`config.mk`:
```
export PLATFORM = sky130hd
export DESIGN_NAME = clk_step_seq
export DESIGN_NICKNAME = d
export VERILOG_FILES = /design/src/rtl/clk_step_pkg.sv /design/src/rtl/clk_step_lut.sv /design/src/rtl/clk_step_timer.sv /design/src/rtl/clk_step_fsm.sv /design/src/rtl/clk_step_seq.sv
export SDC_FILE = /design/constraint.sdc
export NUM_CORES = 1
export LEC_CHECK = 0
export ABC_AREA = 1
export BUFFER_PORTS_ARGS = -buffer_cell sky130_fd_sc_hd__buf_2
export CORE_ASPECT_RATIO = 1.25
export CORE_MARGIN = 10
export CORE_UTILIZATION = 40
export DETAILED_ROUTE_END_ITERATION = 12
export PLACE_DENSITY = 0.89
export SYNTH_ARGS = -nofsm -noshare
export SYNTH_HDL_FRONTEND = slang
export SYNTH_HIERARCHICAL = 1
export SYNTH_SLANG_ARGS = --single-unit
```
`constraint.sdc`:
```
create_clock -name clk_i -period 7 [get_ports clk_i]
set_input_delay 1.05 -clock clk_i [delete_from_list [all_inputs] [get_ports clk_i]]
set_output_delay 1.05 -clock clk_i [all_outputs]
set_load 0.01 [all_outputs]
```
`src/rtl/clk_step_pkg.sv`:
```
package clk_step_pkg;
  localparam int unsigned LVL_W = 3;
  localparam int unsigned NUM_LVL = 5;
  localparam int unsigned DIV0_FLDS = 7;
  localparam int unsigned FLD_W = 3;
  localparam logic [31:0] PLL_MPS_MASK = 32'h03FF_3F07;
  localparam logic [31:0] PLL_MP_MASK = 32'h03FF_3F00;
  localparam logic [31:0] DIV0_BUSY_MASK = 32'h0111_1111;
  localparam logic [7:0] DIV1_BUSY_MASK = 8'h11;
  localparam logic [31:0] DIV1_FLD_MASK = 32'h0000_0077;
  localparam logic [2:0] MUX_ST_MAIN = 3'd1;
  localparam logic [2:0] MUX_ST_SAFE = 3'd2;

  typedef enum logic [3:0] {
    ST_IDLE, ST_DIV0_WR, ST_DIV0_WT, ST_DIV1_WR, ST_DIV1_WT, ST_S_WR,
    ST_PARK, ST_PARK_WT, ST_LOCK_WR, ST_PLL_WR, ST_LOCK_WT,
    ST_BACK, ST_BACK_WT, ST_DONE
  } seq_st_e;

  typedef struct packed {
    logic [9:0] m;
    logic [5:0] p;
    logic [2:0] s;
  } pll_cfg_t;

  function automatic pll_cfg_t lvl_pll(input logic [LVL_W-1:0] l);
    case (l)
      3'd0:    return '{m: 10'd150, p: 6'd3, s: 3'd1};
      3'd1:    return '{m: 10'd250, p: 6'd6, s: 3'd1};
      3'd2:    return '{m: 10'd200, p: 6'd6, s: 3'd1};
      3'd3:    return '{m: 10'd250, p: 6'd6, s: 3'd2};
      default: return '{m: 10'd200, p: 6'd6, s: 3'd3};
    endcase
  endfunction

  function automatic logic [31:0] pll_word(input pll_cfg_t c);
    return {6'd0, c.m, 2'd0, c.p, 5'd0, c.s};
  endfunction

  // field 0 in the low bits: core, mem0, mem1, periph, trace, dbg, pllout
  function automatic logic [DIV0_FLDS*FLD_W-1:0] lvl_div0(input logic [LVL_W-1:0] l);
    case (l)
      3'd0, 3'd1: return {3'd7, 3'd1, 3'd4, 3'd3, 3'd7, 3'd3, 3'd0};
      3'd2, 3'd3: return {3'd7, 3'd1, 3'd3, 3'd3, 3'd7, 3'd3, 3'd0};
      default:    return {3'd0, 3'd1, 3'd3, 3'd1, 3'd3, 3'd1, 3'd0};
    endcase
  endfunction

  // {hi, lo}
  function automatic logic [2*FLD_W-1:0] lvl_div1(input logic [LVL_W-1:0] l);
    case (l)
      3'd0:       return {3'd5, 3'd2};
      3'd1:       return {3'd4, 3'd2};
      3'd2, 3'd3: return {3'd3, 3'd1};
      default:    return {3'd3, 3'd0};
    endcase
  endfunction
endpackage

```
`src/rtl/clk_step_lut.sv`:
```
module clk_step_lut
  import clk_step_pkg::*;
(
  input  logic [LVL_W-1:0]   old_lvl_i,
  input  logic [LVL_W-1:0]   new_lvl_i,
  output logic [31:0]        pll_word_o,
  output logic [31:0]        div0_word_o,
  output logic [2*FLD_W-1:0] div1_fld_o,
  output logic               faster_o,
  output logic               same_o,
  output logic               relock_o,
  output logic               bad_o
);
  logic [31:0] old_word;
  logic [DIV0_FLDS*FLD_W-1:0] div0_flds;

  assign old_word   = pll_word(lvl_pll(old_lvl_i));
  assign pll_word_o = pll_word(lvl_pll(new_lvl_i));
  assign div0_flds  = lvl_div0(new_lvl_i);
  assign div1_fld_o = lvl_div1(new_lvl_i);

  for (genvar k = 0; k < DIV0_FLDS; k++) begin : g_div0
    assign div0_word_o[4*k +: 4] = {1'b0, div0_flds[FLD_W*k +: FLD_W]};
  end
  assign div0_word_o[31:4*DIV0_FLDS] = '0;

  assign faster_o = new_lvl_i < old_lvl_i;
  assign same_o   = new_lvl_i == old_lvl_i;
  assign relock_o = |((old_word ^ pll_word_o) & PLL_MP_MASK);
  assign bad_o    = (old_lvl_i >= LVL_W'(NUM_LVL)) || (new_lvl_i >= LVL_W'(NUM_LVL));
endmodule

```
`src/rtl/clk_step_timer.sv`:
```
module clk_step_timer #(
  parameter int unsigned TIMEOUT = 64
) (
  input  logic clk_i,
  input  logic rst_ni,
  input  logic run_i,
  output logic expired_o
);
  localparam int unsigned CW = $clog2(TIMEOUT + 1);
  logic [CW-1:0] cnt_q;

  assign expired_o = run_i && (cnt_q == CW'(TIMEOUT - 1));

  always_ff @(posedge clk_i or negedge rst_ni) begin
    if (!rst_ni)         cnt_q <= '0;
    else if (!run_i)     cnt_q <= '0;
    else if (!expired_o) cnt_q <= cnt_q + 1'b1;
  end
endmodule

```
`src/rtl/clk_step_fsm.sv`:
```
module clk_step_fsm
  import clk_step_pkg::*;
(
  input  logic    clk_i,
  input  logic    rst_ni,
  input  logic    start_i,
  input  logic    bad_i,
  input  logic    same_i,
  input  logic    faster_i,
  input  logic    relock_i,
  input  logic    div0_clr_i,
  input  logic    div1_clr_i,
  input  logic    parked_i,
  input  logic    on_main_i,
  input  logic    locked_i,
  input  logic    expired_i,
  output seq_st_e st_o,
  output logic    wait_o,
  output logic    abort_o
);
  seq_st_e st_q, st_d;
  seq_st_e pll_entry;

  assign pll_entry = relock_i ? ST_PARK : ST_S_WR;

  always_comb begin
    st_d    = st_q;
    abort_o = 1'b0;
    unique case (st_q)
      ST_IDLE:
        if (start_i) begin
          if (bad_i || same_i) st_d = ST_DONE;
          else if (faster_i)   st_d = ST_DIV0_WR;
          else                 st_d = pll_entry;
        end
      ST_DIV0_WR: st_d = ST_DIV0_WT;
      ST_DIV0_WT:
        if (div0_clr_i)     st_d = ST_DIV1_WR;
        else if (expired_i) begin st_d = ST_DONE; abort_o = 1'b1; end
      ST_DIV1_WR: st_d = ST_DIV1_WT;
      ST_DIV1_WT:
        if (div1_clr_i)     st_d = faster_i ? pll_entry : ST_DONE;
        else if (expired_i) begin st_d = ST_DONE; abort_o = 1'b1; end
      ST_S_WR:    st_d = faster_i ? ST_DONE : ST_DIV0_WR;
      ST_PARK:    st_d = ST_PARK_WT;
      ST_PARK_WT:
        if (parked_i)       st_d = ST_LOCK_WR;
        else if (expired_i) begin st_d = ST_DONE; abort_o = 1'b1; end
      ST_LOCK_WR: st_d = ST_PLL_WR;
      ST_PLL_WR:  st_d = ST_LOCK_WT;
      ST_LOCK_WT:
        if (locked_i)       st_d = ST_BACK;
        else if (expired_i) begin st_d = ST_DONE; abort_o = 1'b1; end
      ST_BACK:    st_d = ST_BACK_WT;
      ST_BACK_WT:
        if (on_main_i)      st_d = faster_i ? ST_DONE : ST_DIV0_WR;
        else if (expired_i) begin st_d = ST_DONE; abort_o = 1'b1; end
      ST_DONE:    st_d = ST_IDLE;
      default:    st_d = ST_IDLE;
    endcase
  end

  always_ff @(posedge clk_i or negedge rst_ni) begin
    if (!rst_ni) st_q <= ST_IDLE;
    else         st_q <= st_d;
  end

  assign st_o   = st_q;
  assign wait_o = (st_q == ST_DIV0_WT) || (st_q == ST_DIV1_WT) || (st_q == ST_PARK_WT) ||
                  (st_q == ST_LOCK_WT) || (st_q == ST_BACK_WT);
endmodule

```
`src/rtl/clk_step_seq.sv`:
```
module clk_step_seq
  import clk_step_pkg::*;
#(
  parameter int unsigned TIMEOUT   = 64,
  parameter int unsigned LOCK_W    = 16,
  parameter int unsigned LOCK_TIME = 270
) (
  input  logic              clk_i,
  input  logic              rst_ni,
  input  logic              start_i,
  input  logic [2:0]        old_lvl_i,
  input  logic [2:0]        new_lvl_i,
  output logic              busy_o,
  output logic              done_o,
  output logic              err_o,
  output logic              div0_we_o,
  output logic [31:0]       div0_wdata_o,
  input  logic [31:0]       div0_stat_i,
  output logic              div1_we_o,
  output logic [31:0]       div1_wdata_o,
  input  logic [31:0]       div1_rdata_i,
  input  logic [7:0]        div1_stat_i,
  output logic              mux_we_o,
  output logic              mux_safe_o,
  input  logic [2:0]        mux_stat_i,
  output logic              lock_we_o,
  output logic [LOCK_W-1:0] lock_time_o,
  output logic              pll_we_o,
  output logic [31:0]       pll_wdata_o,
  input  logic [31:0]       pll_rdata_i,
  input  logic              pll_locked_i
);
  seq_st_e st;
  logic idle, accept, wait_act, expired, abort;
  logic [LVL_W-1:0] old_q, new_q, old_sel, new_sel;
  logic err_q;
  logic [31:0] pll_word, div0_word;
  logic [2*FLD_W-1:0] div1_fld;
  logic faster, same, relock, bad;

  assign idle   = st == ST_IDLE;
  assign accept = idle && start_i;

  always_ff @(posedge clk_i or negedge rst_ni) begin
    if (!rst_ni) begin
      old_q <= '0;
      new_q <= '0;
      err_q <= 1'b0;
    end else if (accept) begin
      old_q <= old_lvl_i;
      new_q <= new_lvl_i;
      err_q <= bad;
    end else if (abort) begin
      err_q <= 1'b1;
    end
  end

  // decisions taken from the inputs at start, from the held levels afterwards
  assign old_sel = idle ? old_lvl_i : old_q;
  assign new_sel = idle ? new_lvl_i : new_q;

  clk_step_lut u_lut (
    .old_lvl_i  (old_sel),
    .new_lvl_i  (new_sel),
    .pll_word_o (pll_word),
    .div0_word_o(div0_word),
    .div1_fld_o (div1_fld),
    .faster_o   (faster),
    .same_o     (same),
    .relock_o   (relock),
    .bad_o      (bad)
  );

  clk_step_timer #(.TIMEOUT(TIMEOUT)) u_timer (
    .clk_i    (clk_i),
    .rst_ni   (rst_ni),
    .run_i    (wait_act),
    .expired_o(expired)
  );

  clk_step_fsm u_fsm (
    .clk_i     (clk_i),
    .rst_ni    (rst_ni),
    .start_i   (start_i),
    .bad_i     (bad),
    .same_i    (same),
    .faster_i  (faster),
    .relock_i  (relock),
    .div0_clr_i((div0_stat_i & DIV0_BUSY_MASK) == '0),
    .div1_clr_i((div1_stat_i & DIV1_BUSY_MASK) == '0),
    .parked_i  (mux_stat_i == MUX_ST_SAFE),
    .on_main_i (mux_stat_i == MUX_ST_MAIN),
    .locked_i  (pll_locked_i),
    .expired_i (expired),
    .st_o      (st),
    .wait_o    (wait_act),
    .abort_o   (abort)
  );

  assign busy_o = !idle;
  assign done_o = st == ST_DONE;
  assign err_o  = err_q;

  assign div0_we_o    = st == ST_DIV0_WR;
  assign div0_wdata_o = div0_word;
  assign div1_we_o    = st == ST_DIV1_WR;
  assign div1_wdata_o = (div1_rdata_i & ~DIV1_FLD_MASK) |
                        {25'd0, div1_fld[2*FLD_W-1 -: FLD_W], 1'b0, div1_fld[FLD_W-1:0]};

  assign mux_we_o   = (st == ST_PARK) || (st == ST_BACK);
  assign mux_safe_o = st == ST_PARK;

  assign lock_we_o   = st == ST_LOCK_WR;
  assign lock_time_o = LOCK_W'(LOCK_TIME);

  assign pll_we_o    = (st == ST_S_WR) || (st == ST_PLL_WR);
  assign pll_wdata_o = (st == ST_S_WR) ? {pll_rdata_i[31:3], pll_word[2:0]}
                                       : ((pll_rdata_i & ~PLL_MPS_MASK) | pll_word);
endmodule

```
# Word level (Yosys, flattened, before mapping)
# Index checks and enable logic that the tools add are counted.
# totals
out_inout_bits,121
wordCells,88
regBits,18
inputBits,117
# classes
reduce_logical,20
eq_ne,25
bitwise,3
order_cmp,3
n_addsub,1
n_mux,31
# ops
op,count
16-bit one-hot mux with 4 select lines,2
4-bit one-hot mux with 13 select lines,1
4-bit 2-to-1 mux,11
21-bit one-hot mux with 2 select lines,1
32-bit zero test,1
32-bit 2-to-1 mux,1
32-bit by 26-bit OR with 32-bit output,1
32-bit by 7-bit OR with 32-bit output,1
"4-bit == test, second input constant",6
24-bit bitwise XOR,1
6-bit one-hot mux with 3 select lines,1
"4-bit by 3-bit == test with 1-bit output, second input constant",4
16-bit OR reduction,1
"3-bit by 2-bit == test with 1-bit output, second input constant",5
7-bit 2-to-1 mux,2
"3-bit by 1-bit == test with 1-bit output, second input constant",3
"4-bit by 2-bit == test with 1-bit output, second input constant",2
8-bit zero test,1
1-bit logical OR,8
1-bit 2-to-1 mux,8
"7-bit by 1-bit adder with 7-bit output, second input constant",1
"7-bit by 6-bit == test with 1-bit output, second input constant",1
"3-bit greater-or-equal comparator, second input constant",2
3-bit zero test,2
other kinds (12),16

# Depth between registers and ports, before layout
# depth
ltp_word,11
depth_mapped,17
mapped_depth_nobuf,17

# Modules after synthesis
# The synthesis kept the hierarchy.
# by_module_without_submodules
module,area_per_inst_um2,cells_per_inst,instances,seq_area_each_um2
clk_step_seq,1221.2,220,1,175.2
clk_step_lut,661.9,102,1,0.0
clk_step_fsm,590.6,120,1,100.1
clk_step_timer,397.9,48,1,175.2

# Worst setup path after synthesis
# No wires, ideal clock.
# synth_path
path_kind,input to output
start,input port new_lvl_i[2]
end,output port pll_wdata_o[18]
n_path_buf,1
arrival_time_ns,1.885
cell_stages,8
setup_slack_ns,4.065
required_time_ns,5.950
path_cell_list,nand3_1 > nand2_1 > inv_2 > nand2_2 > inv_1 > buf_4 > nand2_1 > nand2_1
# synth_via
elab_chain_len,5
word_cells_on_any_way,8
classes_between,3 x eq/ne; 3 x mux; 1 x bitwise; 1 x reduce/logical
# synth_rtl
item,line_no,rtl
"start, declared",clk_step_seq.sv:12,"input logic [2:0] new_lvl_i,"
3-bit 2-to-1 mux (*),clk_step_seq.sv:60,assign new_sel = idle ? new_lvl_i : new_q;
named net new_sel[2],clk_step_seq.sv:35,"logic [LVL_W-1:0] old_q, new_q, old_sel, new_sel;"
3-bit by 2-bit == test with 1-bit output (tied with other cells),clk_step_pkg.sv:27,case (l)
16-bit one-hot mux with 4 select lines (*),clk_step_pkg.sv:27,
named net pll_word[18],clk_step_seq.sv:37,"logic [31:0] pll_word, div0_word;"
32-bit by 26-bit OR with 32-bit output (*),clk_step_seq.sv:118,: ((pll_rdata_i & ~PLL_MPS_MASK) | pll_word);
32-bit 2-to-1 mux (*),clk_step_seq.sv:117,"assign pll_wdata_o = (st == ST_S_WR) ? {pll_rdata_i[31:3], pll_word[2:0]}"
"end, declared",clk_step_seq.sv:29,"output logic [31:0] pll_wdata_o,"
# Mark *: on every way through the listed nets, which the timed path passes. The rest lies on a longest branch.

# Worst setup path in the final report
# layout_path
start,"register u_fsm.st_q[3], in the netlist u_fsm/st_o[3]"
end,output port pll_wdata_o[8]
# layout_via
elab_chain_len,6
word_cells_on_any_way,10
classes_between,4 x eq/ne; 3 x mux; 1 x bitwise; 2 x reduce/logical
# layout_rtl
item,line_no,rtl
"start, declared",clk_step_fsm.sv:21,"seq_st_e st_q, st_d;"
"start signal, assigned",clk_step_fsm.sv:65,else st_q <= st_d;
4-bit zero test (*),clk_step_seq.sv:41,assign idle = st == ST_IDLE;
3-bit 2-to-1 mux (*),clk_step_seq.sv:60,
named net new_sel[1],clk_step_seq.sv:35,
3-bit by 2-bit == test with 1-bit output (tied with other cells),clk_step_pkg.sv:27,
16-bit one-hot mux with 4 select lines (*),clk_step_pkg.sv:27,
named net pll_word[8],clk_step_seq.sv:37,
32-bit by 26-bit OR with 32-bit output (*),clk_step_seq.sv:118,
32-bit 2-to-1 mux (*),clk_step_seq.sv:117,
# Marks and branches as above.

==> impl_metrics.csv <==
group,metric,value,unit
route,drt-initial-drc-count,157,
clock_tree,cts_root_buffer,"clkbuf_8",
global_route,grt_max_degree,30,
global_route,antenna_found_initial,0,
die,io_pins,238,
power,power.density,419,mW/mm^2
power,peakVddDrop,0.174,mV
sta,post-route-period-util,0.523,
setup_path,worstPathRequired,5.95,ns
setup_path,cp-end-kind,"output pin",
sta,slew_headroom,0.612,
final_layout,diodes,0,
yosys,synthXorXnorAreaFrac,0,
setup_path,crit_slowest_cell,"nor2_2",
clock_tree,clock_sinks,18,
setup_path,cp-start-kind,"flip-flop",
sta,layout_min_cycle_time,3.66,ns
yosys,synth_compound_area_frac,0.0423,
yosys,synth_fa_ha_area_frac,0.0174,
yosys,ys_warn_count,6,
sta,finalMaxSlewViolations,0,
setup_path,critPathKind,"reg2out",
setup_path,crit_fanout,16,
place,routabilityCongestion,0.929,
setup_path,critPathMaxStageDelay,0.51,ns
sta,worst_slew_pin_slew,0.581,ns
sta,rsz0062_at_grt,"false",
route,drc,0,
power,power.leakage,1.93,nW
clock_tree,htree_levels,1,
global_route,grt_pass1_wl,11.8,mm
clock_tree,post-cts-setup-buffers,0,
clock_tree,cts_tree,"done",
yosys,synth_top_area_cell,"buf_4",
place,port_buffers,104,
power,clockPowerShare,0.067,
yosys,synth_top_area_frac,0.259,
sta,final_hold_viol_count,0,
yosys,syn_avg_cell_area,5.86,um^2
job,maxCapViolCount,0,
run_status,outcome,"completed",
yosys,ys_types,30,
yosys,synth.most_common_cell,"nand2_1",
power,power.switching,0.000732,W
min_path,hp-class,"reg2reg",
final_layout,fillers,797,
setup_path,critPathMostFrequentCell,"nand2_1",
setup_path,arrival,2.61,ns
final_layout,area_growth,3.62,%
yosys,ys_top_cells_by_area,"buf_4 26%, nand2_1 24%, dfrtp_1 16%",
place,pre_cts_slack,3.58,ns
die,die_h,115,um
sta,layout_setup_ws,3.34,ns
clock_tree,cts_buffer_depth,2,
yosys,synthArstFlopShare,1.00,
clock_tree,cts_buffers,3,
yosys,synthMuxAreaShare,0,
die,rows,34,
yosys,syn_inst,490,
sta,setup_viol,0,
route,via_per_inst,4.34,
yosys,ys.flop_type,"dfrtp_1",
route,routed_wl,7.56,mm
yosys,synth_top_family_by_area,"simple AND/OR/NAND/NOR gates",
power,sw_frac_of_total,0.587,
die,initial_core_util,0.412,
route,post_drt_wl_per_cell,11.8,um
power,combPwrFrac,0.783,
yosys,synth-seq-area-share,0.157,
die,coreArea,0.00698,mm^2
route,vias,2776,
final_layout,final_nets,671,
die,die_w,95.8,um
route,ant_nets,0,
yosys,synthTopCellsByCount,"183 x nand2_1, 99 x buf_4, 45 x inv_1, 38 x nor2_1, 25 x nand3_1",
final_layout,drive_gt1_frac,0.253,
setup_path,path_cells,"nor2_2 -> nand2_1 -> nand2_1 -> nand2_1 -> nor2_1 -> nand2_2 -> inv_1 -> nand2_1 -> nand2_1 -> buf_2",
route,first_pass_iters,4,
die,die_area,0.0110,mm^2
power,seqPwrFrac,0.150,
power,p_int,0.000515,W
yosys,synth-seq-cells,18,
clock_tree,ctsHoldBuffers,0,
global_route,grt_pass1_vias,2585,
clock_tree,clk_pin_slew,0.07,ns
sta,max_freq,273,MHz
global_route,grt_use_total,0.126,
yosys,synth_edf_count,0,
sta,setup_tns,0,ns
yosys,synthesis.area,0.00287,mm^2
setup_path,r2r_setup_slack,3.76,ns
clock_tree,clk-insertion-delay-late,0.25,ns
place,hpwlAfterDp,6.54,mm
global_route,grt-ovfl-total,0,
sta,skew,0.00518,ns
yosys,yosys.area_share.simple,0.431,
clock_tree,cts_resized,0,
[routing by layer]
layer | part of all wire | global-route usage | wire length [um] | vias up
li1 | - | - | - | 1456
met1 | 0.36 | 0.134 | 2750 | 1167
met2 | 0.49 | 0.233 | 3720 | 133
met3 | 0.13 | 0.0359 | 961 | 20
met4 | 0.016 | 0.0365 | 122 | 0
met5 | 0 | 0 | 0 | -
[layout by cell type (no fill, tap or decap)]
cell type	count
o21bai_1	2
clkbuf_8	4
conb_1	62
dfrtp_1	18
nand2_2	5
o21ai_1	3
nand3_4	1
or2_0	1
nand3b_1	1
nor2_2	7
nand3_1	25
o211ai_1	1
nand3_2	1
or2_2	2
nor3_1	4
nand2_1	183
o21ai_0	7
nor3_4	1
nand4_1	8
inv_1	45
a21oi_2	1
buf_2	104
inv_2	7
nand2_4	3
nor2_4	3
a21oi_1	8
nor2_1	38
ha_1	4
[worst max-delay path: cells and delay by family, from the launching register on]
family                 cells  cell delay, ns
buffers and inverters      2            0.24
AND/OR/NAND/NOR            8            1.61
flip-flops                 1            0.50
[flip-flops by register name, indices dropped and copies added, names as in the netlist]
register	count
err_o	1
new_q	3
old_q	3
u_fsm/st_o	4
u_timer/cnt_q	7
[stage by stage]
stage	std cells	cell area [um^2]	hold slack, ns	total power [W]	utilization
finish	639	2980	0.474	0.00125	0.426
global route	639	2980	0.491	0.00140	0.426
CTS	639	2980	0.477	0.00126	0.426
detailed placement	635	2920	0.460	0.00117	0.419
global placement	635	2920	0.456	0.00116	0.419
floorplan	548	3090	0.442	0.000975	-
[path summary, 6_finish.rpt]
kind / from / endpoint / cells after the start
setup / recovery: u_fsm/st_o[3] / pll_wdata_o[8] / 10
setup reg to reg: u_fsm/st_o[3] / u_fsm/st_o[0] / 15
hold reg to reg: new_q[2] / new_q[2] / 2
max in group asynchronous: rst_ni / new_q[2] / 1
min in group asynchronous: rst_ni / u_timer/cnt_q[0] / 1
hold / removal: new_q[2] / new_q[2] / 2
[power groups by stage]
stage	Clock [W]	Sequential (W)	Combinational, W
after floorplan	0	0.000178	0.000797
after global placement	0	0.000187	0.000974
after detailed placement	0	0.000189	0.000983
after CTS	0.0000867	0.000187	0.000985
after global routing	0.0000905	0.000194	0.00112
final	0.0000835	0.000187	0.000976
[area by class of cell]
class / count / area, um^2 / share of cell area
timing repair buffer: 104 / 520 / 0.175
tap: 90 / 113 / 0.0378
clock buffer: 4 / 55.1 / 0.0185
sequential: 18 / 450 / 0.151
multi-input combinational: 371 / 1640 / 0.552
inverter: 52 / 195 / 0.0656
[logic make-up (layout without fill, tap and decap cells)]
logic type / Yosys count / after routing
AO/OA/AOI/OAI: 22 / 22
adder cells (fa/ha/maj): 4 / 4
buffers and inverters: 159 / 160
flip-flops: 18 / 18
other: 4 / 62
AND/OR/NAND/NOR: 283 / 283
(Power assumes the default switching activity.)
